**src/rtl/memtap_pkg.sv**
```systemverilog
package memtap_pkg;
  typedef enum logic [3:0] {
    ST_TLR, ST_RTI, ST_SEL_DR, ST_CAP_DR, ST_SH_DR, ST_EX1_DR, ST_PAU_DR,
    ST_EX2_DR, ST_UPD_DR, ST_SEL_IR, ST_CAP_IR, ST_SH_IR, ST_EX1_IR,
    ST_PAU_IR, ST_EX2_IR, ST_UPD_IR
  } tap_state_t;

  localparam int unsigned IR_W = 3;
  localparam int unsigned ID_W = 32;

  localparam logic [IR_W-1:0] OP_EXTEST = 3'b000;
  localparam logic [IR_W-1:0] OP_IDCODE = 3'b001;
  localparam logic [IR_W-1:0] OP_SAMPZ  = 3'b010;
  localparam logic [IR_W-1:0] OP_BYPASS = 3'b111;
  localparam logic [IR_W-1:0] IR_CAPTURE = 3'b001;

  typedef enum logic [1:0] { SEL_BND, SEL_ID, SEL_BYP } dr_sel_t;

  function automatic dr_sel_t decode_dr(logic [IR_W-1:0] op);
    case (op)
      OP_EXTEST, OP_SAMPZ: return SEL_BND;
      OP_IDCODE:           return SEL_ID;
      default:             return SEL_BYP;
    endcase
  endfunction
endpackage

```
**src/rtl/memtap_fsm.sv**
```systemverilog
module memtap_fsm
  import memtap_pkg::*;
(
  input  logic       tck,
  input  logic       rst_n,
  input  logic       tms,
  output tap_state_t state
);
  tap_state_t state_nx;

  always_comb begin
    state_nx = state;
    case (state)
      ST_TLR:    state_nx = tms ? ST_TLR    : ST_RTI;
      ST_RTI:    state_nx = tms ? ST_SEL_DR : ST_RTI;
      ST_SEL_DR: state_nx = tms ? ST_SEL_IR : ST_CAP_DR;
      ST_CAP_DR: state_nx = tms ? ST_EX1_DR : ST_SH_DR;
      ST_SH_DR:  state_nx = tms ? ST_EX1_DR : ST_SH_DR;
      ST_EX1_DR: state_nx = tms ? ST_UPD_DR : ST_PAU_DR;
      ST_PAU_DR: state_nx = tms ? ST_EX2_DR : ST_PAU_DR;
      ST_EX2_DR: state_nx = tms ? ST_UPD_DR : ST_SH_DR;
      ST_UPD_DR: state_nx = tms ? ST_SEL_DR : ST_RTI;
      ST_SEL_IR: state_nx = tms ? ST_TLR    : ST_CAP_IR;
      ST_CAP_IR: state_nx = tms ? ST_EX1_IR : ST_SH_IR;
      ST_SH_IR:  state_nx = tms ? ST_EX1_IR : ST_SH_IR;
      ST_EX1_IR: state_nx = tms ? ST_UPD_IR : ST_PAU_IR;
      ST_PAU_IR: state_nx = tms ? ST_EX2_IR : ST_PAU_IR;
      ST_EX2_IR: state_nx = tms ? ST_UPD_IR : ST_SH_IR;
      ST_UPD_IR: state_nx = tms ? ST_SEL_DR : ST_RTI;
      default:   state_nx = ST_TLR;
    endcase
  end

  always_ff @(posedge tck or negedge rst_n) begin
    if (!rst_n) state <= ST_TLR;
    else        state <= state_nx;
  end
endmodule

```
**src/rtl/memtap_ir.sv**
```systemverilog
module memtap_ir
  import memtap_pkg::*;
(
  input  logic            tck,
  input  logic            rst_n,
  input  logic            tdi,
  input  tap_state_t      state,
  output logic [IR_W-1:0] ir_sh,
  output logic [IR_W-1:0] ir_q,
  output dr_sel_t         dr_sel,
  output logic            outs_hiz,
  output logic            extest_on
);
  logic sh_cap, sh_en, ir_load, ir_rst;

  assign sh_cap  = (state == ST_CAP_IR);
  assign sh_en   = (state == ST_SH_IR);
  assign ir_load = (state == ST_UPD_IR);
  assign ir_rst  = (state == ST_TLR);

  always_ff @(posedge tck or negedge rst_n) begin
    if (!rst_n)      ir_sh <= '0;
    else if (sh_cap) ir_sh <= IR_CAPTURE;
    else if (sh_en)  ir_sh <= {tdi, ir_sh[IR_W-1:1]};
  end

  always_ff @(posedge tck or negedge rst_n) begin
    if (!rst_n)       ir_q <= OP_IDCODE;
    else if (ir_rst)  ir_q <= OP_IDCODE;
    else if (ir_load) ir_q <= ir_sh;
  end

  assign dr_sel    = decode_dr(ir_q);
  assign outs_hiz  = (ir_q == OP_SAMPZ);
  assign extest_on = (ir_q == OP_EXTEST);
endmodule

```
**src/rtl/memtap_dr.sv**
```systemverilog
module memtap_dr
  import memtap_pkg::*;
#(
  parameter int unsigned     BSR_LEN     = 107,
  parameter bit              CELL0_FIRST = 1'b1,
  parameter logic [ID_W-1:0] ID_WORD     = 32'h0000_0001
) (
  input  logic               tck,
  input  logic               rst_n,
  input  logic               tdi,
  input  tap_state_t         state,
  input  dr_sel_t            dr_sel,
  input  logic               extest_on,
  input  logic [BSR_LEN-1:0] bnd_pins,
  output logic [BSR_LEN-1:0] bnd_drv,
  output logic               byp_q,
  output logic               dr_lsb
);
  logic [ID_W-1:0]    id_sh;
  logic [BSR_LEN-1:0] bsr_sh, cap_vec, drv_map;
  logic cap_en, sh_en, upd_en;

  assign cap_en = (state == ST_CAP_DR);
  assign sh_en  = (state == ST_SH_DR);
  assign upd_en = (state == ST_UPD_DR);

  // Exit order: which pin each shift stage maps to.
  for (genvar g = 0; g < BSR_LEN; g++) begin : g_map
    if (CELL0_FIRST) begin : g_fwd
      assign cap_vec[g] = bnd_pins[g];
      assign drv_map[g] = bsr_sh[g];
    end else begin : g_rev
      assign cap_vec[g] = bnd_pins[BSR_LEN-1-g];
      assign drv_map[g] = bsr_sh[BSR_LEN-1-g];
    end
  end

  always_ff @(posedge tck or negedge rst_n) begin
    if (!rst_n)                                byp_q <= 1'b0;
    else if (dr_sel == SEL_BYP && cap_en)      byp_q <= 1'b0;
    else if (dr_sel == SEL_BYP && sh_en)       byp_q <= tdi;
  end

  always_ff @(posedge tck or negedge rst_n) begin
    if (!rst_n)                                id_sh <= '0;
    else if (dr_sel == SEL_ID && cap_en)       id_sh <= ID_WORD;
    else if (dr_sel == SEL_ID && sh_en)        id_sh <= {tdi, id_sh[ID_W-1:1]};
  end

  always_ff @(posedge tck or negedge rst_n) begin
    if (!rst_n)                                bsr_sh <= '0;
    else if (dr_sel == SEL_BND && cap_en)      bsr_sh <= cap_vec;
    else if (dr_sel == SEL_BND && sh_en)       bsr_sh <= {tdi, bsr_sh[BSR_LEN-1:1]};
  end

  always_ff @(posedge tck or negedge rst_n) begin
    if (!rst_n)                                bnd_drv <= '0;
    else if (extest_on && upd_en)              bnd_drv <= drv_map;
  end

  always_comb begin
    case (dr_sel)
      SEL_ID:  dr_lsb = id_sh[0];
      SEL_BND: dr_lsb = bsr_sh[0];
      default: dr_lsb = byp_q;
    endcase
  end
endmodule

```
**src/rtl/sram_tap.sv**
```systemverilog
module sram_tap
  import memtap_pkg::*;
#(
  parameter int unsigned BSR_LEN     = 107,
  parameter bit          CELL0_FIRST = 1'b1,
  parameter logic [2:0]  ID_REV      = 3'd0,
  parameter logic [16:0] ID_DEV      = 17'h00294,
  parameter logic [10:0] ID_VEN      = 11'h0B3
) (
  input  logic               tck,
  input  logic               por_n,
  input  logic               tms,
  input  logic               tdi,
  output logic               tdo,
  output logic               tdo_oe,
  input  logic [BSR_LEN-1:0] bnd_pins,
  output logic [BSR_LEN-1:0] bnd_drv,
  output logic               extest_on,
  output logic               outs_hiz
);
  localparam logic [ID_W-1:0] ID_WORD = {ID_REV, ID_DEV, ID_VEN, 1'b1};

  logic [1:0]      rst_sync;
  logic            rst_n;
  tap_state_t      state;
  logic [IR_W-1:0] ir_sh, ir_q;
  dr_sel_t         dr_sel;
  logic            byp_q, dr_lsb;
  logic            in_sh_ir, in_sh_dr;

  always_ff @(posedge tck or negedge por_n) begin
    if (!por_n) rst_sync <= 2'b00;
    else        rst_sync <= {rst_sync[0], 1'b1};
  end
  assign rst_n = rst_sync[1];

  memtap_fsm u_fsm (
    .tck(tck), .rst_n(rst_n), .tms(tms), .state(state)
  );

  memtap_ir u_ir (
    .tck(tck), .rst_n(rst_n), .tdi(tdi), .state(state),
    .ir_sh(ir_sh), .ir_q(ir_q), .dr_sel(dr_sel),
    .outs_hiz(outs_hiz), .extest_on(extest_on)
  );

  memtap_dr #(.BSR_LEN(BSR_LEN), .CELL0_FIRST(CELL0_FIRST), .ID_WORD(ID_WORD)) u_dr (
    .tck(tck), .rst_n(rst_n), .tdi(tdi), .state(state), .dr_sel(dr_sel),
    .extest_on(extest_on), .bnd_pins(bnd_pins), .bnd_drv(bnd_drv),
    .byp_q(byp_q), .dr_lsb(dr_lsb)
  );

  assign in_sh_ir = (state == ST_SH_IR);
  assign in_sh_dr = (state == ST_SH_DR);

  always_ff @(negedge tck or negedge rst_n) begin
    if (!rst_n) begin
      tdo    <= 1'b0;
      tdo_oe <= 1'b0;
    end else begin
      tdo_oe <= in_sh_ir | in_sh_dr;
      if (in_sh_ir)      tdo <= ir_sh[0];
      else if (in_sh_dr) tdo <= dr_lsb;
    end
  end
endmodule

```
**config.mk**
```make
export PLATFORM = sky130hd
export DESIGN_NAME = sram_tap
export DESIGN_NICKNAME = d
export VERILOG_FILES = /design/src/rtl/memtap_pkg.sv /design/src/rtl/memtap_fsm.sv /design/src/rtl/memtap_ir.sv /design/src/rtl/memtap_dr.sv /design/src/rtl/sram_tap.sv
export SDC_FILE = /design/constraint.sdc
export NUM_CORES = 1
export LEC_CHECK = 0
export CAP_MARGIN = 15
export CORE_MARGIN = 2
export CORE_UTILIZATION = 35
export CTS_CLUSTER_DIAMETER = 30
export DETAILED_ROUTE_END_ITERATION = 10
export PLACE_DENSITY = 0.59
export SLEW_MARGIN = 20
export SYNTH_ARGS = -nofsm -noshare
export SYNTH_HDL_FRONTEND = slang
export SYNTH_SLANG_ARGS = --single-unit
```
**constraint.sdc**
```tcl
create_clock -name tck -period 11.06 [get_ports tck]
set_input_delay 3.318 -clock tck [delete_from_list [all_inputs] [get_ports tck]]
set_output_delay 3.318 -clock tck [all_outputs]
set_load 0.05 [all_outputs]
```
# After elaboration in Yosys (flattened, before gate mapping)

Index checks and enable logic that the tools add are counted.

Input bits: 111
Register bits after elaboration: 261
Output and inout port bits: 111

Eq/ne operators: 19
Reductions and logical operators: 20
Muxes and demuxes: 27
Bitwise gates (word level): 1

Operator list:

| kind               | number |
|---|---|
| $mux 107           | 2 |
| $mux 32            | 2 |
| $pmux 4 s12        | 1 |
| $eq 4x4->1 const B | 8 |
| $mux 3             | 6 |
| $eq 4x3->1 const B | 4 |
| $mux 4             | 4 |
| $reduce_bool 2->1  | 6 |
| $eq 4x2->1 const B | 2 |
| $logic_and 1x1->1  | 7 |
| $mux 1             | 7 |
| $mux 2             | 3 |
| $reduce_or 2->1    | 3 |
| $eq 4x1->1 const B | 1 |
| $logic_not 4->1    | 1 |
| $pmux 2 s2         | 1 |
| $eq 3x1->1 const B | 1 |
| $eq 3x2->1 const B | 1 |
| $logic_not 3->1    | 1 |
| $reduce_or 3->1    | 1 |
| $eq 2x1->1 const B | 1 |
| $eq 2x2->1 const B | 1 |
| $logic_not 2->1    | 1 |
| $pmux 1 s2         | 1 |
| $or 1x1->1         | 1 |

# Depth between registers and ports, before layout

Depth in word-level cells: 7
Mapped depth: 7
Mapped depth without buffers: 3

# Cells and area by module

A second synthesis with hierarchy kept.

Cells, all modules: 916
Area total of the unflattened synthesis: 12348.1 um^2

Modules (own cells, without submodules):

| module     | cells an instance | sequential area each (um^2) | area each (um^2) | times used |
|---|---|---|---|---|
| memtap_dr  | 836               | 6180.9                      | 11582.4          | 1 |
| memtap_fsm | 37                | 100.1                       | 314.1            | 1 |
| memtap_ir  | 33                | 151.4                       | 305.3            | 1 |
| sram_tap   | 10                | 100.1                       | 146.4            | 1 |

==> reports/qor.txt <==
CP startpoint kind: register
kind of critical path: reg2out
syn_area_per_cell: 14.4 sq um
ant diodes: 0
antenna-violating nets left: 0
global-route wire length before repair: 41,900 um
post-synth top area share: 0.565
EDFF count, synth: 0
asr flop ratio synth: 1.00
Setup WS post-layout: 0.397 ns
met2 routed WL: 11,900 um
die extent in y: 185 um
skew final: 0.0180 ns
WL/cell: 16.7 um
GRT Total Usage: 0.157
Mapped Area: 0.0114 sq mm
Core Area: 0.0324 sq mm
top cells by area, synth: dfrtp_1 (56%), mux2_2 (33%), mux2i_1 (1.5%)
# resized after CTS: 0
CTS tree: yes
Slew Viols, Final: 0
clock latency on the worst-skew pair: 0.56 ns
met3 WL: 1820 um
Synthesized Nets: 904
crit-path max FO: 3
CP arrival: 7.34 ns
post-route met1 wirelength: 11,400 um
PD cells: 236 mW/mm^2
Crit path max-delay family: buffers and inverters
Tightest Pin Transition: 1.05 ns
row cnt: 66
vias per cell: 4.65
top cells by count, synth: mux2_2 (332), dfrtp_1 (258), nand2_1 (25), clkbuf_1 (24), buf_2 (21)
vias in the first global route: 7,790
Place WS: 0.977 ns
Most used DFF post-synth: dfrtp_1
Final Hold Fails: 0
Post-Route WL: 25,900 um
DRT Pass-1 Iters: 4
worst path cell trace: clkdlybuf4s50_1
most common cell in the netlist: mux2_2
status: completed
Die W: 185 um
hold bufs inserted after CTS: 0
Yosys warning count: 0
initial core utilization: 0.353
final core occ: 0.511
1st-iter DRT viols: 216
Overflow after GRT: 0
Area Overhead vs Synth: 44.6%
Final #Nets: 1,158
Max VDD drop: 0.000166 V
initial antenna violation count: 1
Worst slew margin: 0.295
Num CTS Buffers: 72
cells after synthesis: 793
GP Congestion: 0.752
Die ar.: 0.0341 sq mm
PortBufs: 221
Root Buffer: clkbuf_16
CP bufs+invs: 1
Seq cells post-synth: 261
I/O Pins: 222
setup TNS: 0 ns
htree depth: 3
via count: 7,179
Synth cell types: 40
DRC viols: 0
DR top layer: met5
setup violators final: 0
critical path capture point type: output pin
Worst-path clk slew: 0.04 ns
max_cap viols: 0
post-detail-place hpwl: 15,600 um
part of the Yosys area used for sequential elements: 0.571
HP Class: reg2reg
Setup Fix Bufs, Post-CTS: 0
Leak: 7.81 nW
Clock Path Buffers: 3
CP max stage delay: 0.82 ns
layout cell share with drive strength beyond 1: 0.426
Clock Sinks: 261
cell taking the most area after synthesis: dfrtp_1
Worst EP required: 7.74 ns
largest net degree at the start of global routing: 72
RSZ-0062 raised after global routing: false
Crit-path slowest cell: clkdlybuf4s50_1
Fillers: 2,806
==> cells in the final DEF (no fill, tap or decap), drive strengths merged, types with 3 or more instances in the layout <==
cell           instances
o22ai                  3
buf                   11
nor3b                  3
mux2                 338
nor2                  17
mux2i                 17
o21ai                  7
bufinv                 7
inv                   21
clkinv                19
nor2b                  8
a21oi                 11
clkinvlp               9
nand2                 25
clkdlybuf4s50        221
dfrtp                258
nor3                   5
clkbuf                93
==> routing by layer <==
metal / vias up / global-route usage
met1: 3580 / 0.198
met4: 2 / 0.0698
met2: 183 / 0.239
li1: 3354 / -
met5: - / 0
met3: 60 / 0.0603
==> worst paths after layout <==
check                                              start                          end  cells after the start  slack, ns
min in group asynchronous          rst_sync[1]$_DFF_PN0_  u_dr.bsr_sh[72]$_DFFE_PN0P_                      0       0.36
worst max register to register  u_fsm.state[3]$_DFF_PN0_              tdo$_DFFE_NN0P_                      3       3.79
worst min register to register     rst_sync[0]$_DFF_PN0_        rst_sync[1]$_DFF_PN0_                      0       0.34
worst min-delay path               rst_sync[0]$_DFF_PN0_        rst_sync[1]$_DFF_PN0_                      0       0.34
worst max-delay path                     tdo$_DFFE_NN0P_                          tdo                      1       0.40
max in group asynchronous          rst_sync[1]$_DFF_PN0_             tdo_oe$_DFF_NN0_                      0       4.82
==> report_power, final <==
part           total [W]  internal (W)  switching, W  leakage [nW]
Combinational   0.000621      0.000346      0.000275          3.06
Clock            0.00206       0.00145      0.000610          1.20
Sequential       0.00122       0.00110      0.000117          3.55
Total            0.00390       0.00290       0.00100          7.81
==> logic make-up after synthesis <==
kind of cell	Yosys count	synth area share
other	1	0.000328
buffers and inverters	71	0.0276
DFF	261	0.571
and+or+nand+nor	75	0.0337
AOI/OAI and AO/OA	30	0.0194
muxes	355	0.348
==> stage by stage <==
stage               hold slack, ns  instances  instance area [sq um]  total power (W)
floorplan                    0.331        793                  11400          0.00170
global placement             0.334       1415                  14100          0.00185
detailed placement           0.339       1415                  14100          0.00186
CTS                          0.345       1545                  16500          0.00396
global route                 0.348       1545                  16500          0.00409
finish                       0.344       1545                  16500          0.00390
==> layout make-up <==
class | count | area [sq um] | area share
clock buffer | 93 | 2030 | 0.123
sequential | 261 | 6540 | 0.395
timing repair buffer | 232 | 2290 | 0.139
inverter | 19 | 71.3 | 0.00431
clock inverter | 37 | 439 | 0.0266
tap | 442 | 553 | 0.0335
multi-input combinational | 461 | 4600 | 0.278
==> registers in the layout, indices dropped and copies added, names as in the netlist <==
| register | count |
|---|---|
| u_dr.id_sh | 32 |
| u_fsm.state | 4 |
| tdo | 1 |
| tdo_oe | 1 |
| u_dr.byp_q | 1 |
| u_ir.ir_sh | 3 |
| rst_sync | 2 |
| u_dr.bnd_drv | 107 |
| u_dr.bsr_sh | 107 |
| u_ir.ir_q | 3 |
No activity file was read; power rests on OpenSTA's default activity.
